File: src/rtl/xbb_pkg.sv
package xbb_pkg;

  localparam int XBB_BEAT_W = 5;

  typedef enum logic [1:0] {ST_IDLE, ST_ADDR, ST_DATA} xbb_state_e;

  // Number of external beats for one request.
  function automatic logic [XBB_BEAT_W-1:0] xbb_beats(input logic eff16, input logic bl4,
                                                      input logic burst, input int ibus_w);
    logic [XBB_BEAT_W-1:0] words;
    if (!burst)                     words = XBB_BEAT_W'(1);
    else if (ibus_w == 32 || bl4)   words = XBB_BEAT_W'(4);
    else                            words = XBB_BEAT_W'(8);
    return eff16 ? (words << 1) : words;
  endfunction

  // Lane strobes during a data cycle.
  function automatic logic [3:0] xbb_strobe(input logic eff16, input logic be_mode, input logic wr,
                                            input logic second_half, input logic [3:0] be);
    logic [3:0] s;
    if (wr)           s = eff16 ? (second_half ? {be[1:0], 2'b00} : {be[3:2], 2'b00}) : be;
    else if (be_mode) s = eff16 ? 4'b1100 : 4'b1111;
    else              s = 4'b0000;
    return s;
  endfunction

endpackage

File: src/rtl/xbb_sequencer.sv
module xbb_sequencer
  import xbb_pkg::*;
#(
  parameter int WAIT_W = 4,
  parameter int BW     = XBB_BEAT_W
)(
  input  logic              clk,
  input  logic              rst_n,
  input  logic              start,
  input  logic [BW-1:0]     nbeats,
  input  logic [WAIT_W-1:0] first_wait,
  input  logic [WAIT_W-1:0] burst_wait,
  output xbb_state_e        state,
  output logic [BW-1:0]     beat_idx,
  output logic              beat_fire,
  output logic              last_beat,
  output logic              in_wait
);
  logic [WAIT_W-1:0] cnt;
  logic [BW-1:0]     total;

  assign beat_fire = (state == ST_DATA) && (cnt == '0);
  assign in_wait   = (state == ST_DATA) && (cnt != '0);
  assign last_beat = (beat_idx == total - BW'(1));

  always_ff @(posedge clk or negedge rst_n) begin
    if (!rst_n) begin
      state    <= ST_IDLE;
      cnt      <= '0;
      total    <= '0;
      beat_idx <= '0;
    end else begin
      case (state)
        ST_IDLE: if (start) begin
          state    <= ST_ADDR;
          total    <= nbeats;
          beat_idx <= '0;
        end
        ST_ADDR: begin
          state <= ST_DATA;
          cnt   <= first_wait;
        end
        ST_DATA: begin
          if (beat_fire) begin
            if (last_beat) state <= ST_IDLE;
            else begin
              beat_idx <= beat_idx + BW'(1);
              cnt      <= burst_wait;
            end
          end else begin
            cnt <= cnt - WAIT_W'(1);
          end
        end
        default: state <= ST_IDLE;
      endcase
    end
  end
endmodule

File: src/rtl/xbb_drive.sv
module xbb_drive
  import xbb_pkg::*;
#(
  parameter int AW = 24,
  parameter int BW = XBB_BEAT_W
)(
  input  xbb_state_e    state,
  input  logic          eff16,
  input  logic          wr,
  input  logic          burst,
  input  logic          admux,
  input  logic          be_mode,
  input  logic          toggle,
  input  logic          beat_fire,
  input  logic          last_beat,
  input  logic          in_wait,
  input  logic [BW-1:0] beat_idx,
  input  logic [AW-1:0] addr,
  input  logic [31:0]   wdata,
  input  logic [3:0]    be,
  output logic          cs,
  output logic          ts,
  output logic          wr_o,
  output logic          doe,
  output logic          bip,
  output logic [31:0]   dout,
  output logic [3:0]    strobe
);
  logic in_data;
  assign in_data = (state == ST_DATA);

  always_comb begin
    cs     = (state != ST_IDLE);
    ts     = (state == ST_ADDR);
    wr_o   = cs && wr;
    doe    = 1'b0;
    dout   = '0;
    strobe = '0;
    bip    = 1'b0;
    if (ts && admux) begin
      doe  = 1'b1;
      dout = 32'(addr);
    end
    if (in_data) begin
      strobe = xbb_strobe(eff16, be_mode, wr, beat_idx[0], be);
      if (wr) begin
        doe  = 1'b1;
        dout = eff16 ? {(beat_idx[0] ? wdata[15:0] : wdata[31:16]), 16'h0000} : wdata;
      end
      if (burst)
        bip = toggle ? (((beat_idx != '0) && in_wait) || (beat_fire && !last_beat))
                     : !(beat_fire && last_beat);
    end
  end
endmodule

File: src/rtl/xbb_gather.sv
module xbb_gather #(
  parameter int IBUS_W = 64,
  parameter int BW     = 5
)(
  input  logic              clk,
  input  logic              rst_n,
  input  logic              beat_fire,
  input  logic              last_beat,
  input  logic              eff16,
  input  logic              wr,
  input  logic              burst,
  input  logic [BW-1:0]     beat_idx,
  input  logic [31:0]       din,
  output logic              rsp_valid,
  output logic [IBUS_W-1:0] rsp_data
);
  logic [15:0] hi_q;
  logic        word_done;
  logic        word_odd;
  logic [31:0] word;

  assign word_done = beat_fire && (!eff16 || beat_idx[0]);
  assign word_odd  = eff16 ? beat_idx[1] : beat_idx[0];
  assign word      = eff16 ? {hi_q, din[31:16]} : din;

  always_ff @(posedge clk or negedge rst_n) begin
    if (!rst_n) hi_q <= '0;
    else if (beat_fire && eff16 && !beat_idx[0]) hi_q <= din[31:16];
  end

  generate
    if (IBUS_W == 64) begin : g_wide
      logic [31:0] low_q;
      always_ff @(posedge clk or negedge rst_n) begin
        if (!rst_n) begin
          rsp_valid <= 1'b0;
          rsp_data  <= '0;
          low_q     <= '0;
        end else begin
          rsp_valid <= 1'b0;
          if (wr) begin
            if (beat_fire && last_beat) begin
              rsp_valid <= 1'b1;
              rsp_data  <= '0;
            end
          end else if (word_done) begin
            if (!burst) begin
              rsp_valid <= 1'b1;
              rsp_data  <= {32'h0, word};
            end else if (!word_odd) begin
              low_q <= word;
            end else begin
              rsp_valid <= 1'b1;
              rsp_data  <= {word, low_q};
            end
          end
        end
      end
    end else begin : g_narrow
      always_ff @(posedge clk or negedge rst_n) begin
        if (!rst_n) begin
          rsp_valid <= 1'b0;
          rsp_data  <= '0;
        end else begin
          rsp_valid <= 1'b0;
          if (wr) begin
            if (beat_fire && last_beat) begin
              rsp_valid <= 1'b1;
              rsp_data  <= '0;
            end
          end else if (word_done) begin
            rsp_valid <= 1'b1;
            rsp_data  <= word;
          end
        end
      end
    end
  endgenerate
endmodule

File: src/rtl/xbus_burst_ctrl.sv
module xbus_burst_ctrl
  import xbb_pkg::*;
#(
  parameter int IBUS_W = 64,
  parameter int AW     = 24,
  parameter int WAIT_W = 4
)(
  input  logic              clk,
  input  logic              rst_n,
  input  logic              req_valid,
  output logic              req_ready,
  input  logic              req_write,
  input  logic              req_burst,
  input  logic [AW-1:0]     req_addr,
  input  logic [31:0]       req_wdata,
  input  logic [3:0]        req_be,
  output logic              rsp_valid,
  output logic [IBUS_W-1:0] rsp_data,
  input  logic              cfg_port16,
  input  logic              cfg_admux,
  input  logic              cfg_bl4,
  input  logic              cfg_strobe_be,
  input  logic              cfg_toggle,
  input  logic              bus16_mode,
  input  logic [WAIT_W-1:0] cfg_first_wait,
  input  logic [WAIT_W-1:0] cfg_burst_wait,
  output logic              ext_cs,
  output logic              ext_ts,
  output logic              ext_wr,
  output logic [AW-1:0]     ext_addr,
  output logic [31:0]       ext_dout,
  output logic              ext_doe,
  input  logic [31:0]       ext_din,
  output logic [3:0]        ext_strobe,
  output logic              ext_bip
);
  localparam int BW = XBB_BEAT_W;

  xbb_state_e    state;
  logic [BW-1:0] beat_idx;
  logic          beat_fire;
  logic          last_beat;
  logic          in_wait;
  logic          start;
  logic          eff16_in;
  logic [BW-1:0] nbeats_in;

  logic          eff16_q;
  logic          wr_q;
  logic          burst_q;
  logic [AW-1:0] addr_q;
  logic [31:0]   wdata_q;
  logic [3:0]    be_q;

  assign req_ready = (state == ST_IDLE);
  assign start     = req_valid && req_ready;
  assign eff16_in  = cfg_port16 | bus16_mode;
  assign nbeats_in = xbb_beats(eff16_in, cfg_bl4, req_burst, IBUS_W);
  assign ext_addr  = addr_q;

  always_ff @(posedge clk or negedge rst_n) begin
    if (!rst_n) begin
      eff16_q <= 1'b0;
      wr_q    <= 1'b0;
      burst_q <= 1'b0;
      addr_q  <= '0;
      wdata_q <= '0;
      be_q    <= '0;
    end else if (start) begin
      eff16_q <= eff16_in;
      wr_q    <= req_write && !req_burst;
      burst_q <= req_burst;
      addr_q  <= req_addr;
      wdata_q <= req_wdata;
      be_q    <= req_be;
    end else if (beat_fire && !last_beat) begin
      addr_q <= addr_q + (eff16_q ? AW'(2) : AW'(4));
    end
  end

  xbb_sequencer #(.WAIT_W(WAIT_W), .BW(BW)) u_seq (
    .clk(clk), .rst_n(rst_n), .start(start), .nbeats(nbeats_in),
    .first_wait(cfg_first_wait), .burst_wait(cfg_burst_wait),
    .state(state), .beat_idx(beat_idx), .beat_fire(beat_fire),
    .last_beat(last_beat), .in_wait(in_wait)
  );

  xbb_drive #(.AW(AW), .BW(BW)) u_drive (
    .state(state), .eff16(eff16_q), .wr(wr_q), .burst(burst_q), .admux(cfg_admux),
    .be_mode(cfg_strobe_be), .toggle(cfg_toggle), .beat_fire(beat_fire),
    .last_beat(last_beat), .in_wait(in_wait), .beat_idx(beat_idx), .addr(addr_q),
    .wdata(wdata_q), .be(be_q), .cs(ext_cs), .ts(ext_ts), .wr_o(ext_wr),
    .doe(ext_doe), .bip(ext_bip), .dout(ext_dout), .strobe(ext_strobe)
  );

  xbb_gather #(.IBUS_W(IBUS_W), .BW(BW)) u_gather (
    .clk(clk), .rst_n(rst_n), .beat_fire(beat_fire), .last_beat(last_beat),
    .eff16(eff16_q), .wr(wr_q), .burst(burst_q), .beat_idx(beat_idx),
    .din(ext_din), .rsp_valid(rsp_valid), .rsp_data(rsp_data)
  );
endmodule

File: config.mk
export PLATFORM = sky130hd
export DESIGN_NAME = xbus_burst_ctrl
export DESIGN_NICKNAME = d
export VERILOG_FILES = /design/src/rtl/xbb_pkg.sv /design/src/rtl/xbb_sequencer.sv /design/src/rtl/xbb_drive.sv /design/src/rtl/xbb_gather.sv /design/src/rtl/xbus_burst_ctrl.sv
export SDC_FILE = /design/constraint.sdc
export NUM_CORES = 1
export LEC_CHECK = 0
export ABC_CLOCK_PERIOD_IN_PS = 2300
export BUFFER_PORTS_ARGS = -buffer_cell sky130_fd_sc_hd__clkbuf_2
export CELL_PAD_IN_SITES_DETAIL_PLACEMENT = 1
export CELL_PAD_IN_SITES_GLOBAL_PLACEMENT = 2
export CORE_MARGIN = 4
export CORE_UTILIZATION = 29
export DETAILED_ROUTE_END_ITERATION = 10
export GPL_TIMING_DRIVEN = 1
export PLACE_DENSITY_LB_ADDON = 0.08
export SLEW_MARGIN = 20
export SYNTH_ARGS = -nofsm -noshare
export SYNTH_HDL_FRONTEND = slang
export SYNTH_SLANG_ARGS = --single-unit
File: constraint.sdc
create_clock -name clk -period 2.3 [get_ports clk]
set_clock_uncertainty 0.15 [all_clocks]
set_input_delay 0.69 -clock clk [delete_from_list [all_inputs] [get_ports clk]]
set_output_delay 0.69 -clock clk [all_outputs]
set_load 0.005 [all_outputs]
==> Word-level counts from Yosys, hierarchy flattened <==
Cells that the tools add are included.
{ "word_totals": {"ff_bits": 192, "in_bits": 111, "out_inout_bits": 131, "elab_cells": 111} }
{ "op_classes": {"addsub": 4, "n_eq_ne": 10, "n_mux": 46, "n_bitwise": 3, "reduce_logical": 34} }
{ "op_table": {"columns": ["op", "count"], "rows": [
  ["2-to-1 mux 64 bit", 5],
  ["2-to-1 mux 32 bit", 4],
  ["2-to-1 mux 24 bit", 3],
  ["2-to-1 mux 4 bit", 8],
  ["2-to-1 mux 5 bit", 5],
  ["adder 24 x 3 -> 24 bit", 1],
  ["2-to-1 mux 16 bit", 1],
  ["logical AND 1 bit", 12],
  ["2-to-1 mux 1 bit", 12],
  ["case mux 5 bit (2 select lines)", 1],
  ["nonzero test 2 bit", 5],
  ["2-to-1 mux 2 bit", 4],
  ["!= test 2 x 1 -> 1 bit (second input constant)", 4],
  ["case mux 4 bit (2 select lines)", 1],
  ["AND reduction 4 bit", 2],
  ["case mux 2 bit (3 select lines)", 1],
  ["AND reduction 3 bit", 2],
  ["adder 5 x 1 -> 5 bit (second input constant)", 1],
  ["equality test 5 bit", 1],
  ["logical NOT 1 bit", 5],
  ["nonzero test 5 bit", 1],
  ["subtractor 5 x 1 -> 5 bit (second input constant)", 1],
  ["logical NOT 4 bit", 1],
  ["AND reduction 2 bit", 2],
  ["other kinds (12)", 14]
]} }

==> Depth between registers and ports, before layout <==
{ "logic_depth": {"word_depth": 8, "ltp_mapped": 11} }

==> Hierarchy <==
From an unflattened synthesis, not the netlist that was laid out.
{ "hier_totals": {"hier_cells": 972, "hier_area_um2": 10103.4} }
{ "by_module_without_submodules": {"columns": ["module", "n_inst", "cells_each", "area_each_um2", "seq_area_each_um2"], "rows": [
  ["xbb_gather", 1, 425, 5492.8, 2827.7],
  ["xbus_burst_ctrl", 1, 331, 2896.5, 1576.5],
  ["xbb_sequencer", 1, 114, 1069.8, 400.4],
  ["xbb_drive", 1, 102, 644.4, 0.0]
]} }

==> Worst setup path before layout <==
OpenSTA, ideal clock, no wires.
{ "synth_timing": {"path_type": "reg2out", "from": "register u_seq.state[1]", "to": "output ext_dout[10]", "arrival_ps": 1681, "slack_ps": -221, "path_stages_with_launch": 7, "n_path_buf": 3, "path_cell_list": "dfrtp_1 -> clkbuf_1 -> nor2b_1 -> and2_1 -> clkbuf_1 -> clkbuf_1 -> a22o_1"} }
{ "synth_between": {"elab_chain_cells": 5} }
{ "synth_rtl": {"columns": ["item", "line_no", "rtl"], "rows": [
  ["from (decl)", "xbb_sequencer.sv:13", "output xbb_state_e state,"],
  ["from (signal assigned)", "xbb_sequencer.sv:28", "state <= ST_IDLE;"],
  ["from (signal assigned)", "xbb_sequencer.sv:35", "state <= ST_ADDR;"],
  ["from (signal assigned)", "xbb_sequencer.sv:40", "state <= ST_DATA;"],
  ["equality test 2 x 1 -> 1 bit *", "xbb_drive.sv:34", "ts = (state == ST_ADDR);"],
  ["named net ext_ts", "xbus_burst_ctrl.sv:28", "output logic ext_ts,"],
  ["logical AND 1 bit *", "xbb_drive.sv:40", "if (ts && admux) begin"],
  ["2-to-1 mux 24 bit *", "xbb_drive.sv:40", null],
  ["2-to-1 mux 32 bit", "xbb_drive.sv:46", "if (wr) begin"],
  ["2-to-1 mux 32 bit *", "xbb_drive.sv:44", "if (in_data) begin"],
  ["to (decl)", "xbus_burst_ctrl.sv:31", "output logic [31:0] ext_dout,"]
]} }
The timed path passes the listed nets; every way through them passes the cells marked *.

==> Worst setup path after layout <==
{ "layout_timing": {"from": "register u_seq.total[0]", "to": "output ext_bip"} }
{ "layout_between": {"elab_chain_cells": 8} }
{ "layout_rtl": {"columns": ["item", "line_no", "rtl"], "rows": [
  ["from (decl)", "xbb_sequencer.sv:20", "logic [BW-1:0] total;"],
  ["from (signal assigned)", "xbb_sequencer.sv:36", "total <= nbeats;"],
  ["subtractor 5 x 1 -> 5 bit *", "xbb_sequencer.sv:24", "assign last_beat = (beat_idx == total - BW'(1));"],
  ["equality test 5 bit *", "xbb_sequencer.sv:24", null],
  ["logical NOT 1 bit", "xbb_drive.sv:51", "bip = toggle ? (((beat_idx != '0) && in_wait) || (beat_fire && !last_beat))"],
  ["logical AND 1 bit", "xbb_drive.sv:51", null],
  ["logical OR 1 bit", "xbb_drive.sv:51", null],
  ["2-to-1 mux 1 bit *", "xbb_drive.sv:51", null],
  ["2-to-1 mux 1 bit *", "xbb_drive.sv:50", "if (burst)"],
  ["2-to-1 mux 1 bit *", "xbb_drive.sv:44", null],
  ["to (decl)", "xbus_burst_ctrl.sv:35", "output logic ext_bip"]
]} }
Every way passes the cells marked *; elsewhere a longest branch is shown, timed or not.

==> impl_metrics.json <==
{
  "clockBufferDepth": 2,
  "clock_sinks": 192,
  "root_buffer": "clkbuf_16",
  "period_share_pct": 129,
  "port-buffer-count": 241,
  "dp_hpwl_microns": 24400,
  "postSynthCellCount": 939,
  "grt_pass1_vias": 9056,
  "routed_via_density": 4.93,
  "rsz0062_at_grt": "true",
  "cp_max_fo": 2,
  "die-area_sq_mm": 0.0342,
  "synth.distinct_cells": 55,
  "netlist_area_sq_mm": 0.00908,
  "synthFlopType": "dfrtp_1",
  "p_leak_nw": 6.55,
  "syn_avg_cell_area_sq_um": 9.67,
  "final_core_util_pct": 44.0,
  "hold_ws_ps": 7.63,
  "grt_max_degree": 67,
  "synthArstFlopShare_pct": 100,
  "fmax_mhz": 336,
  "outcome": "finished with violations",
  "worstPathCellList": "inv_2 > ha_4 > xnor2_2 > a211oi_2 > o311ai_2 > or2_1 > and4_1 > clkbuf_2",
  "min_path_type": "primary input to asynchronous set/reset pin",
  "boundaryPins": 242,
  "finalCriticalPeriod_ps": 2980,
  "clock_latency_ps": 440,
  "htree_levels": 4,
  "start_util_pct": 29.5,
  "violations": "negative setup slack",
  "ys_seq_area_share_pct": 52.9,
  "finalSetupViolCount": 118,
  "dr_total_vias": 8304,
  "ys_ff_latch": 192,
  "power.density_mw_per_mm2": 1320,
  "diodes": 0,
  "grt_first_pass_wirelength_microns": 55800,
  "design.core.area_sq_mm": 0.0307,
  "worst-setup-path-type": "flip-flop to primary output",
  "arrival_ps": 2140,
  "grt.overflow.total": 0,
  "maxSlewHeadroom_pct": 58.6,
  "nets": 1393,
  "drv_cap": 0,
  "worst_pin_slew_ps": 621,
  "fillCellCount": 3459,
  "maxSlewViolCount": 0,
  "postCtsHoldBufs": 0,
  "final_antenna_net_count": 0,
  "hold_viol": 0,
  "place_ws_ps": -364,
  "gp_congestion": 0.840,
  "drtIter0Drc": 445,
  "peakVddDrop_uv": 673,
  "area_delta_synth_final_pct": 49.2,
  "max_stage_delay_ps": 390,
  "clk_pin_slew_ps": 70,
  "firstDrtPassIters": 4,
  "crit_required_ps": 1460,
  "rows": 64,
  "synth_edf_count": 0,
  "endpoint_kind": "primary output",
  "die_w_microns": 185,
  "routedWlPerCell_microns": 21.6,
  "drt_wl_total_microns": 36300,
  "grt_usage_pct": 21.5,
  "yosys_warnings": 0,
  "synth.net_count": 1057,
  "drc": 0,
  "cts_buffers": 17,
  "antenna_found_initial": 1,
  "critPathLaunchType": "flip-flop",
  "drive_gt1_share_pct": 43.0,
  "crit_path_top_delay_cell": "dfrtp_1",
  "cts_tree": "done",
  "fp.dieH_microns": 185,
  "fin_ws_ps": -676
}
-- worst paths after layout --
kind	startpoint	to	slack, ps	depth (start not counted)
max	u_seq.total[0]	ext_bip	-680	8
min reg2reg	wdata_q[19]	wdata_q[19]	330	2
max in group asynchronous	rst_n	u_gather.rsp_data[44]	1380	2
max reg2reg	u_seq.total[0]	u_gather.rsp_data[2]	-450	13
min in group clk	req_addr[0]	ext_addr[0]	290	3
min	rst_n	ext_addr[6]	8	1
-- sequential cells by signal, summed over array words and instances (netlist names) --
register and cells:
be_q 4, burst_q 1, eff16_q 1, ext_addr 24, u_gather.g_wide.low_q 32, u_gather.hi_q 16, u_gather.rsp_data 64, u_gather.rsp_valid 1
u_seq.beat_idx 5, u_seq.cnt 4, u_seq.state 2, u_seq.total 5, wdata_q 32, wr_q 1
-- per-stage QoR --
stage | cell area, sq um | total power [mW] | instances | setup TNS (ps)
after CTS | 13200 | 17.6 | 1668 | -35900
final | 13500 | 17.9 | 1683 | -38570
after global routing | 13500 | 19.2 | 1683 | -52760
after floorplan | 9100 | 9.60 | 939 | -199
after detailed placement | 11400 | 13.1 | 1601 | -18140
after global placement | 11400 | 13.0 | 1601 | -11770
-- repair_timing --
item / CTS / global route
endpoints found under the hold margin: 0 / 0
resized for setup: 149 / 101
buffers inserted: 20 / 20
pin swaps: 34 / 30
endpoints found under the setup margin: 121 / 150
gates cloned: 17 / 1
-- synthesized netlist by cell type, drive strengths merged (2+ instances only) --
cell	number	area (sq um)
a21o	2	15.0
nor2b	6	37.5
a21oi	51	255
o2bb2ai	64	561
a22oi	2	15.0
a311oi	2	17.5
nor3	11	55.1
buf	21	136
clkinv	2	7.51
o21ai	64	320
o31a	2	17.5
a31oi	6	37.5
nand3	16	80.1
and3	7	43.8
nand2b	2	12.5
o211ai	3	22.5
xor2	18	158
nand2	215	807
ha	6	75.1
or3	2	12.5
nand4	13	81.3
and2	5	31.3
mux2i	44	440
dfrtp	192	4800
a211oi	3	22.5
clkbuf	42	158
a22o	15	131
inv	12	45.0
o32ai	2	17.5
mux2	16	180
nor4	3	18.8
nor2	67	254
xnor2	5	43.8
-- report_power, final --
part	leakage [nW]	total (mW)	switching, mW	internal [mW]
clock	0.302	3.25	1.48	1.77
sequential	2.28	6.32	1.39	4.94
combinational	3.97	8.35	4.23	4.11
-- cell families after synthesis --
kind of cell               after synthesis  synth area share [%]
adders and majority gates                7                  1.05
muxes                                   60                  6.84
AOI/OAI and AO/OA                      225                  16.6
xor gates and xnor gates                23                  2.22
buffers and inverters                   77                  3.82
and+or+nand+nor                        355                  16.5
DFF                                    192                  52.9
-- layer usage --
metal | track usage (%) | vias to the layer above | part of all wire [%] | wire [microns]
met1 | 31.6 | 4179 | 49 | 17900
met5 | 0 | - | 0.036 | 13
met3 | 4.22 | 16 | 3.6 | 1310
met2 | 33.1 | 145 | 46 | 16700
met4 | 4.35 | 2 | 1.0 | 370
li1 | - | 3962 | - | -
-- placed cells by master (no fill, tap or decap), types with 21 or more instances in the layout --
master     instances
buf_4             82
mux2i_1           38
clkbuf_2         208
buf_2             28
dfrtp_1          188
a21oi_1           42
o2bb2ai_2         30
o2bb2ai_1         29
nand2_1          184
o21ai_0           52
buf_6             22
nor2_1            63
nand2_2           21
-- final cells by class --
cell class / count / area (sq um) / area share [%]
multi-input cells: 671 / 4640 / 34.3
well taps: 396 / 495 / 3.66
repair buffers: 379 / 2920 / 21.6
clock inverters: 13 / 178 / 1.31
inverters: 14 / 60.1 / 0.444
flip-flops and latches: 192 / 4810 / 35.5
clock buffers: 18 / 439 / 3.24
-- worst max-delay path: cells and delay by family (launching register included) --
kind / cells / cell delay [ps]
XOR/XNOR: 1 / 140
buffers and inverters: 2 / 200
adder cells (fa/ha/maj): 1 / 210
AO/OA/AOI/OAI: 2 / 340
AND/OR/NAND/NOR: 2 / 420
flip-flops: 1 / 390
Note: power is estimated with default switching activity, not from simulation.
